==> config.mk <==
export PLATFORM = sky130hd
export DESIGN_NAME = ptmr_top
export DESIGN_NICKNAME = d
export VERILOG_FILES = /design/src/rtl/ptmr_pkg.sv /design/src/rtl/ptmr_pin_detect.sv /design/src/rtl/ptmr_core.sv /design/src/rtl/ptmr_aux.sv /design/src/rtl/ptmr_top.sv
export SDC_FILE = /design/constraint.sdc
export NUM_CORES = 1
export LEC_CHECK = 0
export ABC_AREA = 1
export BUFFER_PORTS_ARGS = -buffer_cell sky130_fd_sc_hd__buf_2
export CORE_ASPECT_RATIO = 0.6
export CORE_UTILIZATION = 60
export CTS_CLUSTER_DIAMETER = 120
export CTS_CLUSTER_SIZE = 24
export DETAILED_ROUTE_END_ITERATION = 6
export GPL_ROUTABILITY_DRIVEN = 0
export PLACE_DENSITY = 0.86
export SLEW_MARGIN = 20
export SYNTH_ARGS = -nofsm -noshare
export SYNTH_HDL_FRONTEND = slang
export SYNTH_SLANG_ARGS = --single-unit
==> constraint.sdc <==
create_clock -name clk_i -period 4.2 [get_ports clk_i]
set_clock_uncertainty 0.2 [all_clocks]
set_input_delay 0.42 -clock clk_i [delete_from_list [all_inputs] [get_ports clk_i]]
set_output_delay 0.42 -clock clk_i [all_outputs]
set_load 0.1 [all_outputs]
==> src/rtl/ptmr_pkg.sv <==
package ptmr_pkg;
   typedef enum logic [1:0] {
      EDG_NONE = 2'b00,
      EDG_RISE = 2'b01,
      EDG_FALL = 2'b10,
      EDG_ANY  = 2'b11
   } edge_sel_e;
endpackage

==> src/rtl/ptmr_pin_detect.sv <==
module ptmr_pin_detect
   import ptmr_pkg::*;
#(
   parameter int STAGES = 2
) (
   input  logic       clk_i,
   input  logic       rst_ni,
   input  logic       pin_i,
   input  logic [1:0] sel_i,
   output logic       evt_o
);
   if (STAGES < 2) begin : g_bad_stages
      $error("ptmr_pin_detect: STAGES must be at least 2");
   end

   logic [STAGES:0] shr_q;
   logic            lvl, prv, rise_on, fall_on;
   edge_sel_e       sel;

   assign sel     = edge_sel_e'(sel_i);
   assign lvl     = shr_q[STAGES-1];
   assign prv     = shr_q[STAGES];
   assign rise_on = (sel == EDG_RISE) || (sel == EDG_ANY);
   assign fall_on = (sel == EDG_FALL) || (sel == EDG_ANY);

   always_ff @(posedge clk_i or negedge rst_ni) begin
      if (!rst_ni) shr_q <= '0;
      else         shr_q <= {shr_q[STAGES-1:0], pin_i};
   end

   assign evt_o = (rise_on && lvl && !prv) || (fall_on && !lvl && prv);

   // a detected event always follows a change of the synchronized level
   a_r4_evt_after_change: assert property (@(posedge clk_i) disable iff (!rst_ni)
      evt_o |=> (shr_q[STAGES] != $past(shr_q[STAGES])));
endmodule

==> src/rtl/ptmr_core.sv <==
module ptmr_core #(
   parameter int W = 16
) (
   input  logic         clk_i,
   input  logic         rst_ni,
   input  logic         en_i,
   input  logic         down_i,
   input  logic         ld_i,
   input  logic [W-1:0] ld_val_i,
   input  logic         wr_i,
   input  logic [W-1:0] wr_val_i,
   output logic [W-1:0] cnt_o,
   output logic         tgl_o,
   output logic         tgl_rise_o,
   output logic         tgl_fall_o
);
   localparam logic [W-1:0] CNT_MAX = '1;

   logic [W-1:0] cnt_q, step;
   logic         tgl_q, wrap;

   assign wrap = en_i && (down_i ? (cnt_q == '0) : (cnt_q == CNT_MAX));
   assign step = down_i ? cnt_q - 1'b1 : cnt_q + 1'b1;

   always_ff @(posedge clk_i or negedge rst_ni) begin
      if (!rst_ni) begin
         cnt_q <= '0;
         tgl_q <= 1'b0;
      end else begin
         if (ld_i)      cnt_q <= ld_val_i;
         else if (wr_i) cnt_q <= wr_val_i;
         else if (en_i) cnt_q <= step;
         tgl_q <= tgl_q ^ wrap;
      end
   end

   assign cnt_o      = cnt_q;
   assign tgl_o      = tgl_q;
   assign tgl_rise_o = wrap && !tgl_q;
   assign tgl_fall_o = wrap && tgl_q;

   a_r3_latch_flips: assert property (@(posedge clk_i) disable iff (!rst_ni)
      wrap |=> (tgl_q != $past(tgl_q)));
   a_r3_latch_holds: assert property (@(posedge clk_i) disable iff (!rst_ni)
      !wrap |=> $stable(tgl_q));
   a_r2_idle_hold: assert property (@(posedge clk_i) disable iff (!rst_ni)
      (!en_i && !ld_i && !wr_i) |=> $stable(cnt_q));
   a_r2_step_up: assert property (@(posedge clk_i) disable iff (!rst_ni)
      (en_i && !down_i && !ld_i && !wr_i) |=> (cnt_q == $past(cnt_q) + 1'b1));
endmodule

==> src/rtl/ptmr_aux.sv <==
module ptmr_aux #(
   parameter int W = 16
) (
   input  logic         clk_i,
   input  logic         rst_ni,
   input  logic         cap_mode_i,
   input  logic         pin_evt_i,
   input  logic         src_lat_i,
   input  logic         lat_fall_i,
   input  logic         tgl_rise_i,
   input  logic         tgl_fall_i,
   input  logic         wr_i,
   input  logic [W-1:0] wr_val_i,
   input  logic [W-1:0] tmr_i,
   output logic         rl_o,
   output logic [W-1:0] val_o,
   output logic         evt_o
);
   logic         cap, lat_hit, evt_q;
   logic [W-1:0] val_q;

   assign cap     = cap_mode_i && pin_evt_i;
   assign lat_hit = lat_fall_i ? tgl_fall_i : tgl_rise_i;
   assign rl_o    = !cap_mode_i && (src_lat_i ? lat_hit : pin_evt_i);

   always_ff @(posedge clk_i or negedge rst_ni) begin
      if (!rst_ni) begin
         val_q <= '0;
         evt_q <= 1'b0;
      end else begin
         if (cap)       val_q <= tmr_i;
         else if (wr_i) val_q <= wr_val_i;
         evt_q <= cap || rl_o;
      end
   end

   assign val_o = val_q;
   assign evt_o = evt_q;

   a_r4_capture_value: assert property (@(posedge clk_i) disable iff (!rst_ni)
      cap |=> (val_q == $past(tmr_i)));
   a_r5_no_self_change: assert property (@(posedge clk_i) disable iff (!rst_ni)
      (!cap && !wr_i) |=> $stable(val_q));
   a_r9_evt_raised: assert property (@(posedge clk_i) disable iff (!rst_ni)
      (cap || rl_o) |=> evt_q);
   a_r9_evt_quiet: assert property (@(posedge clk_i) disable iff (!rst_ni)
      !(cap || rl_o) |=> !evt_q);
endmodule

==> src/rtl/ptmr_top.sv <==
module ptmr_top #(
   parameter int W           = 16,
   parameter int N_AUX       = 2,
   parameter int SYNC_STAGES = 2
) (
   input  logic               clk_i,
   input  logic               rst_ni,
   input  logic               cnt_en_i,
   input  logic               cnt_down_i,
   input  logic [N_AUX-1:0]   aux_pin_i,
   input  logic [N_AUX-1:0]   aux_cap_i,
   input  logic [2*N_AUX-1:0] aux_edge_i,
   input  logic [N_AUX-1:0]   aux_src_lat_i,
   input  logic [N_AUX-1:0]   aux_lat_fall_i,
   input  logic               tmr_wr_i,
   input  logic [N_AUX-1:0]   aux_wr_i,
   input  logic [W-1:0]       wr_data_i,
   output logic [W-1:0]       tmr_o,
   output logic [N_AUX*W-1:0] aux_val_o,
   output logic               tgl_o,
   output logic [N_AUX-1:0]   aux_evt_o
);
   if (W < 2) begin : g_bad_w
      $error("ptmr_top: W must be at least 2");
   end
   if (N_AUX < 1) begin : g_bad_n
      $error("ptmr_top: N_AUX must be at least 1");
   end

   logic [N_AUX-1:0] pin_evt, rl;
   logic             rl_any, tgl_rise, tgl_fall;
   logic [W-1:0]     rl_val;

   for (genvar k = 0; k < N_AUX; k++) begin : g_aux
      ptmr_pin_detect #(.STAGES(SYNC_STAGES)) u_pin (
         .clk_i  (clk_i),
         .rst_ni (rst_ni),
         .pin_i  (aux_pin_i[k]),
         .sel_i  (aux_edge_i[2*k +: 2]),
         .evt_o  (pin_evt[k])
      );
      ptmr_aux #(.W(W)) u_reg (
         .clk_i      (clk_i),
         .rst_ni     (rst_ni),
         .cap_mode_i (aux_cap_i[k]),
         .pin_evt_i  (pin_evt[k]),
         .src_lat_i  (aux_src_lat_i[k]),
         .lat_fall_i (aux_lat_fall_i[k]),
         .tgl_rise_i (tgl_rise),
         .tgl_fall_i (tgl_fall),
         .wr_i       (aux_wr_i[k]),
         .wr_val_i   (wr_data_i),
         .tmr_i      (tmr_o),
         .rl_o       (rl[k]),
         .val_o      (aux_val_o[k*W +: W]),
         .evt_o      (aux_evt_o[k])
      );
   end

   // lowest index wins: scan from the top so lower indices overwrite
   always_comb begin
      rl_any = 1'b0;
      rl_val = '0;
      for (int k = N_AUX - 1; k >= 0; k--) begin
         if (rl[k]) begin
            rl_any = 1'b1;
            rl_val = aux_val_o[k*W +: W];
         end
      end
   end

   ptmr_core #(.W(W)) u_core (
      .clk_i      (clk_i),
      .rst_ni     (rst_ni),
      .en_i       (cnt_en_i),
      .down_i     (cnt_down_i),
      .ld_i       (rl_any),
      .ld_val_i   (rl_val),
      .wr_i       (tmr_wr_i),
      .wr_val_i   (wr_data_i),
      .cnt_o      (tmr_o),
      .tgl_o      (tgl_o),
      .tgl_rise_o (tgl_rise),
      .tgl_fall_o (tgl_fall)
   );

   a_r8_reload_over_write: assert property (@(posedge clk_i) disable iff (!rst_ni)
      (rl_any && tmr_wr_i) |=> (tmr_o == $past(rl_val)));
   a_r8_low_index_wins: assert property (@(posedge clk_i) disable iff (!rst_ni)
      rl[0] |=> (tmr_o == $past(aux_val_o[W-1:0])));
endmodule

==> out/results.ini <==
[outcome]
status=completed

[critical_path]
cp_num_buf_inv=4
r2r_start=u_core.cnt_o[13]$_DFFE_PN0P_
max_stage_delay_ns=0.47
worstPathMaxFanout=28
reg2reg_slack_ns=0.77
cp.arrival_ns=3.45
end_kind=register
cpMostUsedCell=inv_1
crit_path_top_delay_cell=dfrtp_1
crit-reg2reg-capture=u_core.cnt_o[15]$_DFFE_PN0P_
crit_family=simple AND/OR/NAND/NOR gates
crit_start=u_core.cnt_o[13]$_DFFE_PN0P_
setup.worst_path.class=register to register
crit_cells=14
cp-start-kind=register
worstPathRequired_ns=4.21
worstSetupEndpoint=u_core.cnt_o[15]$_DFFE_PN0P_
worstPathCellList=inv_1 > nor3_1 > nand4_1 > a21boi_0 > ha_1 > inv_2 > o21ai_4 > nand3_4 > nand2_8 > nor2_8 > inv_6 > nand2_1 > inv_1 > a21oi_1
reg2reg_depth=14

[drt]
drt-total-wl_um=12800
num_vias=4527
firstDrtPassIters=6
routed_via_density=6.14
drtIter0Drc=532
wl_per_cell_um=17.4
drtAntennaViolNets=0
drcViolationCount=0

[placement]
dp.final_hpwl_um=9000
post_dp_cell_area_mm2=0.00455
port_buffers=85
placed_cells=720

[clock_network]
cts_buffers=9
clockBufferDepth=2
path_clk_slew_ns=0.05
post-cts-setup-buffers=0
cts_tree=yes
clk_latency_ns=0.33
numClockSinks=57
cts_max_level=3
root_buffer=clkbuf_16

[die]
num_io_pins=86
initial_core_util_pct=62.0
die_area_mm2=0.00725
die_h_um=66.3
core_mm2=0.00668
rows=23
die_w_um=109

[timing]
worst_slew_pin_slew_ns=0.845
hold-worst-slack_ns=0.0359
setup_viol=0
finalHoldViolations=0
fmax_mhz=291
maxSlewHeadroom_pct=43.5
min_period_over_period_pct=81.8
slew_violations=0
post-route-min-period_ns=3.43
rsz0062_at_grt=no
finalSetupTns_ns=0

[synth]
synth_area_mm2=0.00414
syn_area_per_cell_um2=7.25
synth_area_leaders=dfrtp_1, nand2_1, nand3_1
ys_seq_elements=57
postSynthCellCount=571
yosysWarningCount=0
synth_seq_area_share_pct=34.5
yosys.area.top_type=dfrtp_1
synthDominantCellAreaShare_pct=34.5
syn_nets=623
ys_types=38

[global_route]
grt_max_degree=58
grt_pass1_wl_um=19900
grt_pass1_vias=4080
grt.total_usage_pct=37.2
antenna_found_initial=0
grt.overflow.total=0

[power]
p_int_uw=1420
switchingPower_uw=1520
p_leak_uw=0.00259
p_clk_share_pct=24.9
ir_drop_v=0.000387
switching_share_pct=51.8
seqPwrFrac_pct=25.5
combPwrFrac_pct=49.5
power_density_mw_per_mm2=606

[cells_and_area]
syn_to_final_growth_pct=17.4
drive_gt1_share_pct=19.8
num_antenna_cells=0
final_common_cell=nand2_1
final_cell_area_mm2=0.00486
layout.nets=697
finalNonFillerCells=737
final_cell_mix=nand2_1, nand3_1, buf_2

[hold_path]
min_path_type=input pin to async pin

[job]
maxCapViolations=0

## through the flow
step / worst slack (ns) / utilization (%) / power (uW)
6_report: 0.766 / 72.8 / 2940
5_1_grt: 0.614 / 72.8 / 3080
3_5_place_dp: 0.716 / 68.1 / 2180
2_1_floorplan: 1.01 / - / 1890
3_3_place_gp: 0.855 / 68.1 / 2150
4_1_cts: 0.879 / 72.8 / 2920
## metal layers
layer / wire (um) / GRT usage (%) / vias up / part of all wire, %
li1: - / - / 2075 / -
met1: 5060 / 48.4 / 2058 / 39
met2: 5780 / 57.9 / 340 / 45
met3: 1590 / 11.0 / 54 / 12
met4: 385 / 14.7 / 0 / 3.0
met5: 0 / 0 / - / 0
## state kept, by name (all words and copies together), names as in the netlist
name               count
u_core.cnt_o          16
g_aux.u_reg.evt_o      2
u_core.tgl_o           1
g_aux.u_reg.val_o     32
g_aux.u_pin.shr_q      6
## worst min-delay path by stage
stage / to / slack (ns) / cells after the start
6_report: u_core.cnt_o[14]$_DFFE_PN0P_ / 0.04 / 2
5_1_grt: g_aux[0].u_pin.shr_q[0]$_DFF_PN0_ / 0.03 / 1
4_1_cts: g_aux[0].u_pin.shr_q[0]$_DFF_PN0_ / 0.02 / 1
3_5_place_dp: g_aux[1].u_pin.shr_q[1]$_DFF_PN0_ / 0.14 / 0
3_3_place_gp: g_aux[0].u_pin.shr_q[1]$_DFF_PN0_ / 0.13 / 0
2_1_floorplan: g_aux[0].u_pin.shr_q[0]$_DFF_PN0_ / -0.08 / 0
## what timing repair did
| action | in CTS | in global routing |
|---|---|---|
| gates resized for setup | 0 | 0 |
| hold endpoints to repair | 1 | 0 |
| hold buffers | 1 | 0 |
## layout make-up
class | count | area (um^2)
Clock buffer | 11 | 243
Fill cell | 523 | 1820
Multi-Input combinational cell | 407 | 2260
Timing Repair Buffer | 89 | 458
Tap cell | 87 | 109
Clock inverter | 5 | 55.1
Inverter | 81 | 309
Sequential cell | 57 | 1430
## worst register-to-register path: stages (launching register included)
cell,delay [ns]
dfrtp_1,0.47
inv_1,0.12
nor3_1,0.39
nand4_1,0.14
a21boi_0,0.29
ha_1,0.22
inv_2,0.05
o21ai_4,0.26
nand3_4,0.32
nand2_8,0.33
nor2_8,0.11
inv_6,0.19
nand2_1,0.08
inv_1,0.07
a21oi_1,0.07
## power groups by stage
stage / registers (uW) / logic [uW] / clock network, uW
final: 751 / 1460 / 734
after global routing: 759 / 1560 / 760
after CTS: 744 / 1440 / 735
after detailed placement: 751 / 1430 / 0
after global placement: 747 / 1400 / 0
after floorplan: 1330 / 558 / 0
## synth_stat cells
master / instances
buf_1: 1
ha_1: 16
nor2_1: 32
o221ai_1: 5
nand3b_1: 2
nand3_4: 2
o21ai_2: 3
a21boi_0: 1
clkbuf_1: 15
a21oi_1: 15
xor2_1: 2
inv_2: 3
buf_2: 3
o21ai_4: 1
nor4_1: 4
nor3_1: 7
buf_6: 3
dfrtp_1: 57
inv_6: 1
nand3b_4: 1
nand3_1: 95
o21ai_0: 4
nand4_1: 14
nand3_2: 2
fa_1: 1
nor2_8: 1
buf_8: 1
xnor2_1: 2
o21ai_1: 1
a21oi_2: 7
o211ai_1: 38
nand2_1: 146
inv_1: 77
nor2_4: 2
nand3b_2: 1
or2_2: 1
buf_4: 3
nand2_8: 1
## cell families after synthesis
kind of cell	count (synthesis)	synth area share, %
compound gates	75	13.1
xor+xnor	4	0.847
fa+ha+maj	17	5.32
buf+inv	107	11.0
flops	57	34.5
simple gates	311	35.3
Power figures use the tool's default switching activity.
